### src/rtl/cmdrx_pkg.sv
package cmdrx_pkg;

    localparam int unsigned CMD_W = 16;

    // Held command word, most significant field first
    typedef struct packed {
        logic [1:0] rsv;
        logic [1:0] clk_code;
        logic [1:0] hi_freq;
        logic [3:0] hi_lvl;
        logic [1:0] lo_freq;
        logic [3:0] lo_lvl;
    } cmd_t;

    // Reserved bits must be zero for a word to be taken
    function automatic logic rsv_clear(input cmd_t c);
        return (c.rsv == 2'b00);
    endfunction

endpackage

### src/rtl/cmdrx_sync.sv
module cmdrx_sync #(
    parameter int unsigned W      = 3,
    parameter int unsigned STAGES = 2,
    parameter logic [W-1:0] RST_VAL = '0
) (
    input  logic         clk,
    input  logic         rst,
    input  logic [W-1:0] d_in,
    output logic [W-1:0] d_out
);
    logic [W-1:0] q [STAGES];

    always_ff @(posedge clk) begin
        if (rst) begin
            for (int s = 0; s < int'(STAGES); s++) q[s] <= RST_VAL;
        end else begin
            q[0] <= d_in;
            for (int s = 1; s < int'(STAGES); s++) q[s] <= q[s-1];
        end
    end

    assign d_out = q[STAGES-1];
endmodule

### src/rtl/cmdrx_edge.sv
module cmdrx_edge #(
    parameter int unsigned W = 3,
    parameter logic [W-1:0] RST_VAL = '0
) (
    input  logic         clk,
    input  logic         rst,
    input  logic [W-1:0] lvl,
    output logic [W-1:0] rise
);
    logic [W-1:0] prev;

    always_ff @(posedge clk) begin
        if (rst) prev <= RST_VAL;
        else     prev <= lvl;
    end

    genvar g;
    generate
        for (g = 0; g < int'(W); g++) begin : g_bit
            assign rise[g] = lvl[g] & ~prev[g];
        end
    endgenerate
endmodule

### src/rtl/cmdrx_shifter.sv
module cmdrx_shifter #(
    parameter int unsigned WORD_W = 16,
    parameter int unsigned CNT_W  = 5
) (
    input  logic              clk,
    input  logic              rst,
    input  logic              clear,
    input  logic              shift,
    input  logic              bit_in,
    output logic [WORD_W-1:0] word,
    output logic [CNT_W-1:0]  cnt
);
    // Counter stops one past a full word so that long frames never wrap
    localparam logic [CNT_W-1:0] SAT = CNT_W'(WORD_W + 1);

    always_ff @(posedge clk) begin
        if (rst || clear) begin
            word <= '0;
            cnt  <= '0;
        end else if (shift) begin
            word <= {word[WORD_W-2:0], bit_in};
            if (cnt != SAT) cnt <= cnt + 1'b1;
        end
    end
endmodule

### src/rtl/cmdrx_commit.sv
module cmdrx_commit
    import cmdrx_pkg::*;
#(
    parameter int unsigned WORD_W = 16,
    parameter int unsigned CNT_W  = 5
) (
    input  logic             clk,
    input  logic             rst,
    input  logic             frm_lvl,
    input  logic             frm_rise,
    input  cmd_t             word,
    input  logic [CNT_W-1:0] cnt,
    output cmd_t             cmd_q,
    output logic             err_q,
    output logic             tone_q
);
    localparam logic [CNT_W-1:0] FULL = CNT_W'(WORD_W);

    logic loaded;
    logic accept;
    logic reject;

    assign accept = frm_rise && (cnt == FULL) && rsv_clear(word);
    assign reject = frm_rise && !accept;

    always_ff @(posedge clk) begin
        if (rst) begin
            cmd_q  <= '0;
            loaded <= 1'b0;
            err_q  <= 1'b0;
            tone_q <= 1'b0;
        end else begin
            if (accept) begin
                cmd_q  <= word;
                loaded <= 1'b1;
            end
            if (reject) err_q <= 1'b1;
            tone_q <= frm_lvl && loaded;
        end
    end
endmodule

### src/rtl/frame_cmd_rx.sv
module frame_cmd_rx
    import cmdrx_pkg::*;
#(
    parameter int unsigned WORD_W      = CMD_W,
    parameter int unsigned SYNC_STAGES = 2
) (
    input  logic       clk,
    input  logic       rst,
    input  logic       frame_n,
    input  logic       ser_clk,
    input  logic       ser_dat,
    output logic       tone_en,
    output logic       bad_frame,
    output logic [1:0] clk_code,
    output logic [1:0] hi_freq,
    output logic [3:0] hi_lvl,
    output logic [1:0] lo_freq,
    output logic [3:0] lo_lvl
);
    localparam int unsigned CNT_W = $clog2(WORD_W + 2);

    logic [2:0]        sync_out;
    logic              frm_lvl;
    logic              sclk_lvl;
    logic              sdat_lvl;
    logic [2:0]        rises;
    logic              frm_rise;
    logic              frm_fall;
    logic              sclk_rise;
    logic              shift_en;
    logic [WORD_W-1:0] shift_word;
    logic [CNT_W-1:0]  shift_cnt;
    cmd_t              cmd_q;

    // Frame idles high, so its synchronizer resets to 1
    cmdrx_sync #(.W(3), .STAGES(SYNC_STAGES), .RST_VAL(3'b100)) u_sync (
        .clk   (clk),
        .rst   (rst),
        .d_in  ({frame_n, ser_clk, ser_dat}),
        .d_out (sync_out)
    );

    assign frm_lvl  = sync_out[2];
    assign sclk_lvl = sync_out[1];
    assign sdat_lvl = sync_out[0];

    // Rise detectors on frame, inverted frame (its fall) and serial clock
    cmdrx_edge #(.W(3), .RST_VAL(3'b100)) u_edge (
        .clk  (clk),
        .rst  (rst),
        .lvl  ({frm_lvl, ~frm_lvl, sclk_lvl}),
        .rise (rises)
    );

    assign frm_rise  = rises[2];
    assign frm_fall  = rises[1];
    assign sclk_rise = rises[0];
    assign shift_en  = sclk_rise && !frm_lvl;

    cmdrx_shifter #(.WORD_W(WORD_W), .CNT_W(CNT_W)) u_shift (
        .clk    (clk),
        .rst    (rst),
        .clear  (frm_fall),
        .shift  (shift_en),
        .bit_in (sdat_lvl),
        .word   (shift_word),
        .cnt    (shift_cnt)
    );

    cmdrx_commit #(.WORD_W(WORD_W), .CNT_W(CNT_W)) u_commit (
        .clk      (clk),
        .rst      (rst),
        .frm_lvl  (frm_lvl),
        .frm_rise (frm_rise),
        .word     (cmd_t'(shift_word)),
        .cnt      (shift_cnt),
        .cmd_q    (cmd_q),
        .err_q    (bad_frame),
        .tone_q   (tone_en)
    );

    assign clk_code = cmd_q.clk_code;
    assign hi_freq  = cmd_q.hi_freq;
    assign hi_lvl   = cmd_q.hi_lvl;
    assign lo_freq  = cmd_q.lo_freq;
    assign lo_lvl   = cmd_q.lo_lvl;
endmodule

### config.mk
export PLATFORM = sky130hd
export DESIGN_NAME = frame_cmd_rx
export DESIGN_NICKNAME = d
export VERILOG_FILES = /design/src/rtl/cmdrx_pkg.sv /design/src/rtl/cmdrx_sync.sv /design/src/rtl/cmdrx_edge.sv /design/src/rtl/cmdrx_shifter.sv /design/src/rtl/cmdrx_commit.sv /design/src/rtl/frame_cmd_rx.sv
export SDC_FILE = /design/constraint.sdc
export NUM_CORES = 1
export LEC_CHECK = 0
export CAP_MARGIN = 10
export CORE_MARGIN = 3
export CORE_UTILIZATION = 40
export DETAILED_ROUTE_END_ITERATION = 10
export PLACE_DENSITY_LB_ADDON = 0.2
export SLEW_MARGIN = 20
export SYNTH_ARGS = -nofsm -noshare
export SYNTH_HDL_FRONTEND = slang
export SYNTH_SLANG_ARGS = --single-unit
### constraint.sdc
create_clock -name clk -period 5 [get_ports clk]
set_input_delay 1 -clock clk [delete_from_list [all_inputs] [get_ports clk]]
set_output_delay 1 -clock clk [all_outputs]
set_load 0.05 [all_outputs]
==> impl_metrics.env <==
export IMPL_outcome="finished clean"
export IMPL_synth_edf_count=0
export IMPL_fin_hold_ws_ns=0.414
export IMPL_cp_top_family="buffers and inverters"
export IMPL_setup_tns_ns=0
export IMPL_syn_avg_cell_area_sq_um=9.28
export IMPL_clkSlewWorstSetupHoldPaths_ns=0.08
export IMPL_antenna_cells=0
export IMPL_cts_tree="built"
export IMPL_drt_total_wl_mm=3.24
export IMPL_hold_violations=0
export IMPL_power_density_nw_per_um2=311
export IMPL_slew_viol_final=0
export IMPL_holdCritStartpoint="u_sync.q[0][2]"
export IMPL_critPathBufInv=1
export IMPL_place_gp_congestion=0.807
export IMPL_cts_buffers=5
export IMPL_rsz0062_at_grt="no"
export IMPL_synth_area_mux_share_pct=7.75
export IMPL_synthXorXnorAreaFrac_pct=0
export IMPL_grt_overflow=0
export IMPL_wl_per_cell_um=12.4
export IMPL_yosys_warnings=0
export IMPL_synth_seq_area_share_pct=52.0
export IMPL_arrival_ns=1.44
export IMPL_layout_nets=219
export IMPL_vias_per_cell=5.07
export IMPL_synthDistinctLibCells=26
export IMPL_pin_count=21
export IMPL_grt_pass1_wl_mm=5.71
export IMPL_hold_buffers=0
export IMPL_drive_gt1_share_pct=7.11
export IMPL_r2r_start="u_shift.cnt[0]"
export IMPL_grt_max_degree=42
export IMPL_slew_headroom_pct=37.7
export IMPL_syn_nets=203
export IMPL_fin_crit_sh_pct=48.8
export IMPL_grt_pass1_vias=1301
export IMPL_finalClockSkew_ns=0.00670
export IMPL_ir_worst_vdd_mv=0.179
export IMPL_drtIter0Drc=82
export IMPL_place_hpwl_mm=2.14
export IMPL_cp_required_ns=4.00
export IMPL_fp_dieH_um=73.3
export IMPL_setup_viol=0
export IMPL_antenna_found_initial=0
export IMPL_io_buffers=20
export IMPL_leakage_nw=0.679
export IMPL_setup_worst_path_class="reg -> out"
export IMPL_crit_slowest_cell="clkdlybuf4s50_1"
export IMPL_die_w_um=73.3
export IMPL_cts_root_buf="clkbuf_8"
export IMPL_slowest_delay_ns=0.80
export IMPL_cts_buffer_depth=2
export IMPL_synth_area_sq_um=1810
export IMPL_grt_usage_pct=13.9
export IMPL_htreeDepth=2
export IMPL_cts_repair_resized=0
export IMPL_core_area_sq_um=4170
export IMPL_synth_simple_gate_area_share_pct=25.9
export IMPL_routed_via_count=1324
export IMPL_postCtsSetupRepairBufs=0
export IMPL_worst_path_stages=1
export IMPL_fmaxAchievable_ghz=0.410
export IMPL_rows=23
export IMPL_syn_inst=195
export IMPL_crit_fanout=2
export IMPL_r2r_cells=5
export IMPL_clock_sinks=47
export IMPL_drc=0
export IMPL_worst_pin_slew_ns=0.934
export IMPL_clk_insertion_delay_late_ns=0.30
export IMPL_yosys_area_share_adder_pct=2.07
export IMPL_antenna_left=0
export IMPL_worstPathCellList="clkdlybuf4s50_1"
export IMPL_die_area_sq_um=5370
export IMPL_cp_startpoint="u_commit.cmd_q[6]"
export IMPL_hold_depth=1
export IMPL_synth_compound_area_share_pct=8.51
export IMPL_areaGrowthSynthToFinish_pct=18.1
export IMPL_synth_main_ff_cell="dfxtp_1"
export IMPL_startpoint_type="flip-flop"
export IMPL_end_kind="primary output"
export IMPL_period_needed_ns=2.44
export IMPL_cap_viol_max_count=0
export IMPL_firstDrtPassIters=4
export IMPL_initial_core_util_pct=43.4
export IMPL_synth_top_family_by_area="simple AND/OR/NAND/NOR gates"
export IMPL_min_path_type="reg -> reg"
export IMPL_synth_seq_cells=47
export IMPL_async_flop_share_pct=0
registers in the layout, summed over array words and instances, names as in the netlist:
register,flops
u_shift.word,16
u_sync.q,6
u_edge.prev,3
u_commit.tone_q,1
u_commit.cmd_q,14
u_commit.loaded,1
u_commit.err_q,1
u_shift.cnt,5
area by class of cell:
class                           count  area (sq um)
Clock buffer                        5          68.8
Clock inverter                      2          37.5
Fill cell                         382          2040
Inverter                            5          18.8
Multi-Input combinational cell    131           806
Sequential cell                    47           941
Tap cell                           50          62.6
Timing Repair Buffer               21           203
Yosys cell counts (all sizes together) (2+ instances only):
library cell,number,share of area [%]
nand3,4,1.1
o21ai,5,1.4
nand2b,28,9.7
nand2,33,6.8
nor2b,5,1.7
clkbuf,10,2.1
buf,2,0.69
inv,5,1.0
mux2i,14,7.7
a21oi,21,5.8
dfxtp,47,52
or3b,2,0.97
or3,2,0.69
ha,3,2.1
or2,3,1.0
nor4bb,2,1.1
nor2,2,0.42
metrics by stage:
stage / utilization [%] / cells / total power, mW / worst slack [ns] / area [sq um]
after floorplan: - / 195 / 0.401 / 3.27 / 1810
after global placement: 48.6 / 254 / 0.407 / 2.17 / 2030
after detailed placement: 48.6 / 254 / 0.408 / 2.11 / 2030
after CTS: 51.2 / 261 / 0.678 / 2.43 / 2140
after global routing: 51.2 / 261 / 0.692 / 2.49 / 2140
final: 51.2 / 261 / 0.665 / 2.56 / 2140
where the power goes:
group,internal [mW],switching [mW]
sequential,0.377,0.00177
combinational,0.00948,0.0101
clock,0.146,0.121
total,0.533,0.132
final timing paths:
| check | end | slack [ns] |
|---|---|---|
| min | u_sync.q[0][5] | 0.41 |
| max reg2reg | u_commit.cmd_q[2] | 2.95 |
| min reg2reg | u_sync.q[0][5] | 0.41 |
| max | hi_lvl[0] | 2.56 |
routing by layer:
layer,GRT usage [%],share of wire [%],vias to the layer above
met1,14.5,42,623
met4,7.38,2.3,0
li1,-,-,667
met2,24.4,52,28
met5,0,0,-
met3,4.51,4.3,6
cell usage in the layout, fill, tap and decap left out:
cell             count
or2_2                3
clkdlybuf4s50_1     19
dfxtp_1             47
nand3_1              4
buf_4                1
mux2i_1             14
buf_2                1
o21ba_2              1
nor3b_4              1
nand2b_1            28
o21bai_1             1
or3b_2               1
clkbuf_8             5
or3b_1               1
or4bb_1              1
nor4bb_1             2
nor2_1               2
or4_1                1
a21oi_1             21
o21ai_0              5
ha_1                 3
bufinv_16            1
nand2_1             33
or3_1                2
and4b_1              1
nor2b_1              5
clkinvlp_4           1
inv_1                5
o22ai_1              1
cells by family (layout without fill, tap and decap cells):
group,count (synthesis),after routing
buf+inv,17,33
compound gates,29,29
flops,47,47
fa+ha+maj,3,3
mux,14,14
simple gates,85,85
No activity file was read; power rests on OpenSTA's default activity.
